$ cat src/rtl/lane_drive_pkg.sv
package lane_drive_pkg;
  localparam int LVL_W     = 2;
  localparam int LEVEL_MAX = 3;
  localparam int REQ_W     = 4;
  localparam int BYTE_W    = 8;
  localparam int NIB_W     = 4;

  typedef struct packed {
    logic             maxed;
    logic [LVL_W-1:0] lvl;
  } level_t;
endpackage

$ cat src/rtl/lane_drive_clamp.sv
module lane_drive_clamp
  import lane_drive_pkg::*;
(
  input  logic [REQ_W-1:0]  req,
  output logic [BYTE_W-1:0] set_byte,
  output logic [LVL_W-1:0]  swing,
  output logic [LVL_W-1:0]  preemph
);
  logic [LVL_W-1:0] req_sw;
  logic [LVL_W-1:0] req_pe;
  logic [LVL_W-1:0] sw_limit;
  level_t           sw_f;
  level_t           pe_f;

  assign req_sw   = req[LVL_W-1:0];
  assign req_pe   = req[2*LVL_W-1:LVL_W];
  assign sw_limit = LVL_W'(LEVEL_MAX) - req_pe;

  always_comb begin
    if (req_pe >= LVL_W'(LEVEL_MAX)) begin
      pe_f = '{maxed: 1'b1, lvl: LVL_W'(LEVEL_MAX)};
      sw_f = '{maxed: 1'b0, lvl: '0};
    end else begin
      pe_f = '{maxed: 1'b0, lvl: req_pe};
      if (req_sw >= sw_limit) begin
        sw_f = '{maxed: 1'b1, lvl: sw_limit};
      end else begin
        sw_f = '{maxed: 1'b0, lvl: req_sw};
      end
    end
  end

  assign set_byte = {2'b00, pe_f, sw_f};
  assign swing    = sw_f.lvl;
  assign preemph  = pe_f.lvl;
endmodule

$ cat src/rtl/lane_pc2_clamp.sv
module lane_pc2_clamp
  import lane_drive_pkg::*;
(
  input  logic [LVL_W-1:0] req,
  output logic [NIB_W-1:0] nib,
  output logic [LVL_W-1:0] lvl
);
  level_t f;

  always_comb begin
    if (req >= LVL_W'(LEVEL_MAX)) begin
      f = '{maxed: 1'b1, lvl: LVL_W'(LEVEL_MAX)};
    end else begin
      f = '{maxed: 1'b0, lvl: req};
    end
  end

  assign nib = {1'b0, f};
  assign lvl = f.lvl;
endmodule

$ cat src/rtl/lane_drive_top.sv
module lane_drive_top
  import lane_drive_pkg::*;
#(
  parameter int LANES = 4
) (
  input  logic                             clk,
  input  logic                             rst_n,
  input  logic                             commit,
  input  logic [$clog2(LANES+1)-1:0]       lane_count,
  input  logic                             pc2_en,
  input  logic [(LANES/2)*BYTE_W-1:0]      adj_status,
  input  logic [LANES*LVL_W-1:0]           pc2_req,
  output logic [LANES*BYTE_W-1:0]          lane_set,
  output logic [(LANES/2)*BYTE_W-1:0]      pc2_set,
  output logic [LANES*LVL_W-1:0]           phy_swing,
  output logic [LANES*LVL_W-1:0]           phy_preemph,
  output logic [LANES*LVL_W-1:0]           phy_pc2,
  output logic                             wr_valid,
  output logic                             pc2_wr_valid
);
  localparam int CNT_W    = $clog2(LANES+1);
  localparam int SET_W    = LANES*BYTE_W;
  localparam int PC2SET_W = (LANES/2)*BYTE_W;
  localparam int PHY_W    = LANES*LVL_W;

  logic [LANES-1:0]    lane_active;
  logic [SET_W-1:0]    lane_set_d;
  logic [PC2SET_W-1:0] pc2_set_d;
  logic [PHY_W-1:0]    swing_d;
  logic [PHY_W-1:0]    preemph_d;
  logic [PHY_W-1:0]    pc2_d;

  logic [SET_W-1:0]    cl_byte;
  logic [PHY_W-1:0]    cl_swing;
  logic [PHY_W-1:0]    cl_pre;
  logic [LANES*NIB_W-1:0] cl_pc2nib;
  logic [PHY_W-1:0]    cl_pc2;

  for (genvar i = 0; i < LANES; i++) begin : g_lane
    localparam int NIB_POS = BYTE_W*(i/2) + NIB_W*(i%2);

    lane_drive_clamp u_clamp (
      .req      (adj_status[NIB_POS +: NIB_W]),
      .set_byte (cl_byte[i*BYTE_W +: BYTE_W]),
      .swing    (cl_swing[i*LVL_W +: LVL_W]),
      .preemph  (cl_pre[i*LVL_W +: LVL_W])
    );

    lane_pc2_clamp u_pc2 (
      .req (pc2_req[i*LVL_W +: LVL_W]),
      .nib (cl_pc2nib[i*NIB_W +: NIB_W]),
      .lvl (cl_pc2[i*LVL_W +: LVL_W])
    );

    assign lane_active[i] = commit && (CNT_W'(i) < lane_count);
  end

  // next-state selection per lane
  always_comb begin
    lane_set_d = lane_set;
    pc2_set_d  = pc2_set;
    swing_d    = phy_swing;
    preemph_d  = phy_preemph;
    pc2_d      = phy_pc2;
    for (int i = 0; i < LANES; i++) begin
      if (lane_active[i]) begin
        lane_set_d[i*BYTE_W +: BYTE_W] = cl_byte[i*BYTE_W +: BYTE_W];
        pc2_set_d[BYTE_W*(i/2) + NIB_W*(i%2) +: NIB_W] = cl_pc2nib[i*NIB_W +: NIB_W];
        swing_d[i*LVL_W +: LVL_W]   = cl_swing[i*LVL_W +: LVL_W];
        preemph_d[i*LVL_W +: LVL_W] = cl_pre[i*LVL_W +: LVL_W];
        pc2_d[i*LVL_W +: LVL_W]     = cl_pc2[i*LVL_W +: LVL_W];
      end
    end
  end

  always_ff @(posedge clk or negedge rst_n) begin
    if (!rst_n) begin
      lane_set    <= '0;
      pc2_set     <= '0;
      phy_swing   <= '0;
      phy_preemph <= '0;
      phy_pc2     <= '0;
    end else if (commit) begin
      lane_set    <= lane_set_d;
      pc2_set     <= pc2_set_d;
      phy_swing   <= swing_d;
      phy_preemph <= preemph_d;
      phy_pc2     <= pc2_d;
    end
  end

  always_ff @(posedge clk or negedge rst_n) begin
    if (!rst_n) begin
      wr_valid     <= 1'b0;
      pc2_wr_valid <= 1'b0;
    end else begin
      wr_valid     <= commit;
      pc2_wr_valid <= commit && pc2_en;
    end
  end
endmodule

$ cat config.mk
export PLATFORM = sky130hd
export DESIGN_NAME = lane_drive_top
export DESIGN_NICKNAME = d
export VERILOG_FILES = /design/src/rtl/lane_drive_pkg.sv /design/src/rtl/lane_drive_clamp.sv /design/src/rtl/lane_pc2_clamp.sv /design/src/rtl/lane_drive_top.sv
export SDC_FILE = /design/constraint.sdc
export NUM_CORES = 1
export LEC_CHECK = 0
export ABC_AREA = 1
export BUFFER_PORTS_ARGS = -buffer_cell sky130_fd_sc_hd__buf_2
export CORE_MARGIN = 4
export CORE_UTILIZATION = 47
export CTS_BUF_LIST = sky130_fd_sc_hd__clkbuf_8
export DETAILED_ROUTE_END_ITERATION = 8
export PLACE_DENSITY_LB_ADDON = 0.12
export REMOVE_ABC_BUFFERS = 1
export SYNTH_ARGS = -nofsm -noshare
export SYNTH_HDL_FRONTEND = slang
export SYNTH_SLANG_ARGS = --single-unit
$ cat constraint.sdc
create_clock -name clk -period 0.85 [get_ports clk]
set_input_delay 0.085 -clock clk [delete_from_list [all_inputs] [get_ports clk]]
set_output_delay 0.085 -clock clk [all_outputs]
set_load 0.05 [all_outputs]
==> summary.md <==
| Metric | Value |
|---|---|
| Top post-synthesis cells by count | `nand2_1 (88), dfrtp_1 (38), buf_4 (36), inv_1 (36), ha_1 (12)` |
| Worst-path fanout max | `3` |
| CP max stage delay | `~0.43 ns` |
| Post-route minimum period | `0.988 ns` |
| Period utilization | `116%` |
| Setup Viol. Count Final | `63` |
| Setup ws final | `-0.138 ns` |
| # clock sinks | `38` |
| FP Rows | `24` |
| DR iter-0 viols | `51` |
| Footprint of the multi-input gates | `about 770 sq um` |
| IO buf count | `92` |
| Total track usage | `around 18%` |
| Gate Count Post-Synth | `approximately 260` |
| Post-synth EDFFs | `0` |
| Most common cell in the netlist | `nand2_1` |
| Max Used Layer | `met4` |
| Vias/cell | `roughly 4.4` |
| RD Place Congestion | `between 0.7 and 0.8` |
| Die ar. | `~0.0056 sq mm` |
| Main synth FF type | `dfrtp_1` |
| Worst-Skew Late Latency | `~0.29 ns` |
| Number of diodes | `0` |
| HP Class | `primary input to flop` |
| Maxcap violations | `0` |
| Seq/Total Area, Yosys | `44.9%` |
| Startpoint types | `flop` |
| Syn Area/Cell | `~8.3 sq um` |
| WL final | `about 5.3 mm` |
| Clock Tree Root | `clkbuf_8` |
| Max Freq | `around 1000 MHz` |
| LEAKAGE | `roughly 1.9 nW` |
| Detailed Routing Iterations Pass 1 | `4` |
| Top cell family by delay on the critical path | `flip-flops` |
| Placed Area | `about 0.0026 sq mm` |
| Metal2 WL | `2.75 mm` |
| CTS tree | `done` |
| Layout cell share with drive strength beyond 1 | `between 40% and 50%` |
| Final HPWL DP | `roughly 3.6 mm` |
| Area of the mapped netlist | `~0.0021 sq mm` |
| Clock buffer depth | `2` |
| Synth area leader | `dfrtp_1` |
| Register bit count reported by yosys | `38` |
| NumNets Final | `around 420` |
| Ys Warns | `0` |
| Inserted Clock Buffers | `5` |
| CP arrival | `approximately 0.9 ns` |
| Critical path class | `flop to output port` |
| Via count | `roughly 1900` |
| Die Wd | `roughly 75 microns` |
| Final hold slack | `around 0.023 ns` |
| Async S/R FF share, synth | `100%` |
| Vias in the first global route | `1772` |
| Initial antenna violation count | `0` |
| Clock-pin slew on the worst setup and hold paths | `0.08 ns` |
| Die height | `roughly 75 microns` |
| Largest net degree at the start of global routing | `39` |
| Layout area overhead | `54.1%` |
| CP max stage cell | `dfrtp_1` |
| Status | `finished with violations` |
| M1 WL | `about 2.1 mm` |
| DRC | `0` |
| Max-slew violations | `0` |
| Io pins | `105` |
| Finished Cell Area | `between 0.003 and 0.004 sq mm` |
| # H-tree levels | `2` |
| Cells after DPL | `402` |
| Final core occ | `around three quarters` |
| Maximum VDD drop | `around 1100 uV` |
| Hold violation count in the final report | `0` |
| Unique cell type count in the Yosys netlist | `20` |
| Power Density | `approximately 2100 mW/mm^2` |
| Critical Path RT | `~0.76 ns` |
| DR WL met3 | `between 400 and 500 microns` |
| Failing checks | `negative setup slack` |
| Post-DRT Antenna Nets | `0` |
| Core area | `approximately 0.0044 sq mm` |
| Cell Chain, Critical Path | `buf_6` |
| Fin cells | `427` |
| Fill count | `approximately 340` |
| RSZ-0062 raised after global routing | `true` |
| CP endpoint kind | `output port` |
| Register area | `~950 sq um` |
| Bufs and invs on worst path | `1` |
| Top cell type's share of synthesized area | `44.9%` |
| Synth area leaders | `dfrtp_1 (45%), nand2_1 (16%), buf_4 (13%)` |
| Initial core utilization | `48.6%` |
| Grt ovf | `0` |
| Average wire per standard cell | `12.5 microns` |
| First-pass GRT wire length | `a little under 8 mm` |
| Layout Skew | `0 ns` |
==> area by class of cell <==
| type | count | share of cell area [%] |
|---|---|---|
| repair buffers | 141 | 38.5 |
| well taps | 52 | 1.99 |
| clock buffers | 6 | 2.53 |
| clock inverters | 2 | 0.268 |
| flip-flops and latches | 38 | 29.1 |
| multi-input cells | 152 | 23.5 |
| inverters | 36 | 4.14 |
==> cell families (layout without fill, tap and decap cells) <==
logic type	count (synthesis)	count (layout)	synth area share [%]
and+or+nand+nor	112	112	21.7
buffers and inverters	76	185	21.0
DFF	38	38	44.9
AOI/OAI and AO/OA	16	16	5.14
adders and majority gates	12	12	7.09
other	1	12	0.177
==> flip-flops by register name, summed over array words and instances (netlist names) <==
register / count
phy_swing: 4
pc2_set: 8
phy_pc2: 4
wr_valid: 1
pc2_wr_valid: 1
phy_preemph: 4
lane_set: 16
==> worst paths after layout <==
kind / start / to / slack, ns / depth (start not counted)
max in group asynchronous: rst_n / lane_set[12] / 0.36 / 3
setup / recovery: phy_swing[0] / phy_swing[0] / -0.14 / 1
min in group asynchronous: rst_n / phy_preemph[6] / 0.29 / 3
hold reg to reg: pc2_set[10] / pc2_set[10] / 0.51 / 2
setup reg to reg: pc2_set[6] / pc2_set[6] / -0.02 / 4
hold / removal: pc2_req[0] / phy_pc2[0] / 0.02 / 3
==> cells in the final DEF (no fill, tap or decap), drive strengths merged <==
cell type    count
a21oi            1
a22o             1
buf            137
clkbuf           6
clkinv           1
conb            12
dfrtp           38
dlygate4sd3      4
ha              12
inv             37
nand2           91
nand3           11
nor2            10
o21a             1
o21ai           13
==> where the power goes <==
part / total [mW] / switching (mW) / internal [mW]
registers: 2.29 / 0.247 / 2.04
logic: 3.27 / 2.10 / 1.17
clock network: 1.28 / 0.642 / 0.643
==> through the flow <==
stage               TNS (ns)  setup slack, ns  power (mW)
finish                 -6.45           -0.138        6.84
detailed placement     -1.49           -0.163        4.89
global route           -8.63           -0.181        7.16
CTS                    -7.11           -0.136        6.68
global placement      -0.993           -0.133        4.85
floorplan             -14.48           -0.369        4.10
==> what timing repair did <==
| action | 4_1_cts | 5_1_grt |
|---|---|---|
| hold buffers | 4 | 0 |
| gates resized for setup | 104 | 22 |
| buffers inserted | 6 | 7 |
| hold endpoints to repair | 41 | 0 |
| cloned | 0 | 0 |
| endpoints found under the setup margin | 62 | 62 |
| pin swaps | 0 | 2 |
==> routing by layer <==
layer / global-route usage [%] / vias to the layer above
met5: 0 / -
met4: 4.74 / 0
met3: 5.74 / 6
met2: 32.8 / 70
met1: 20.9 / 850
li1: - / 960
No activity file was read; power rests on OpenSTA's default activity.
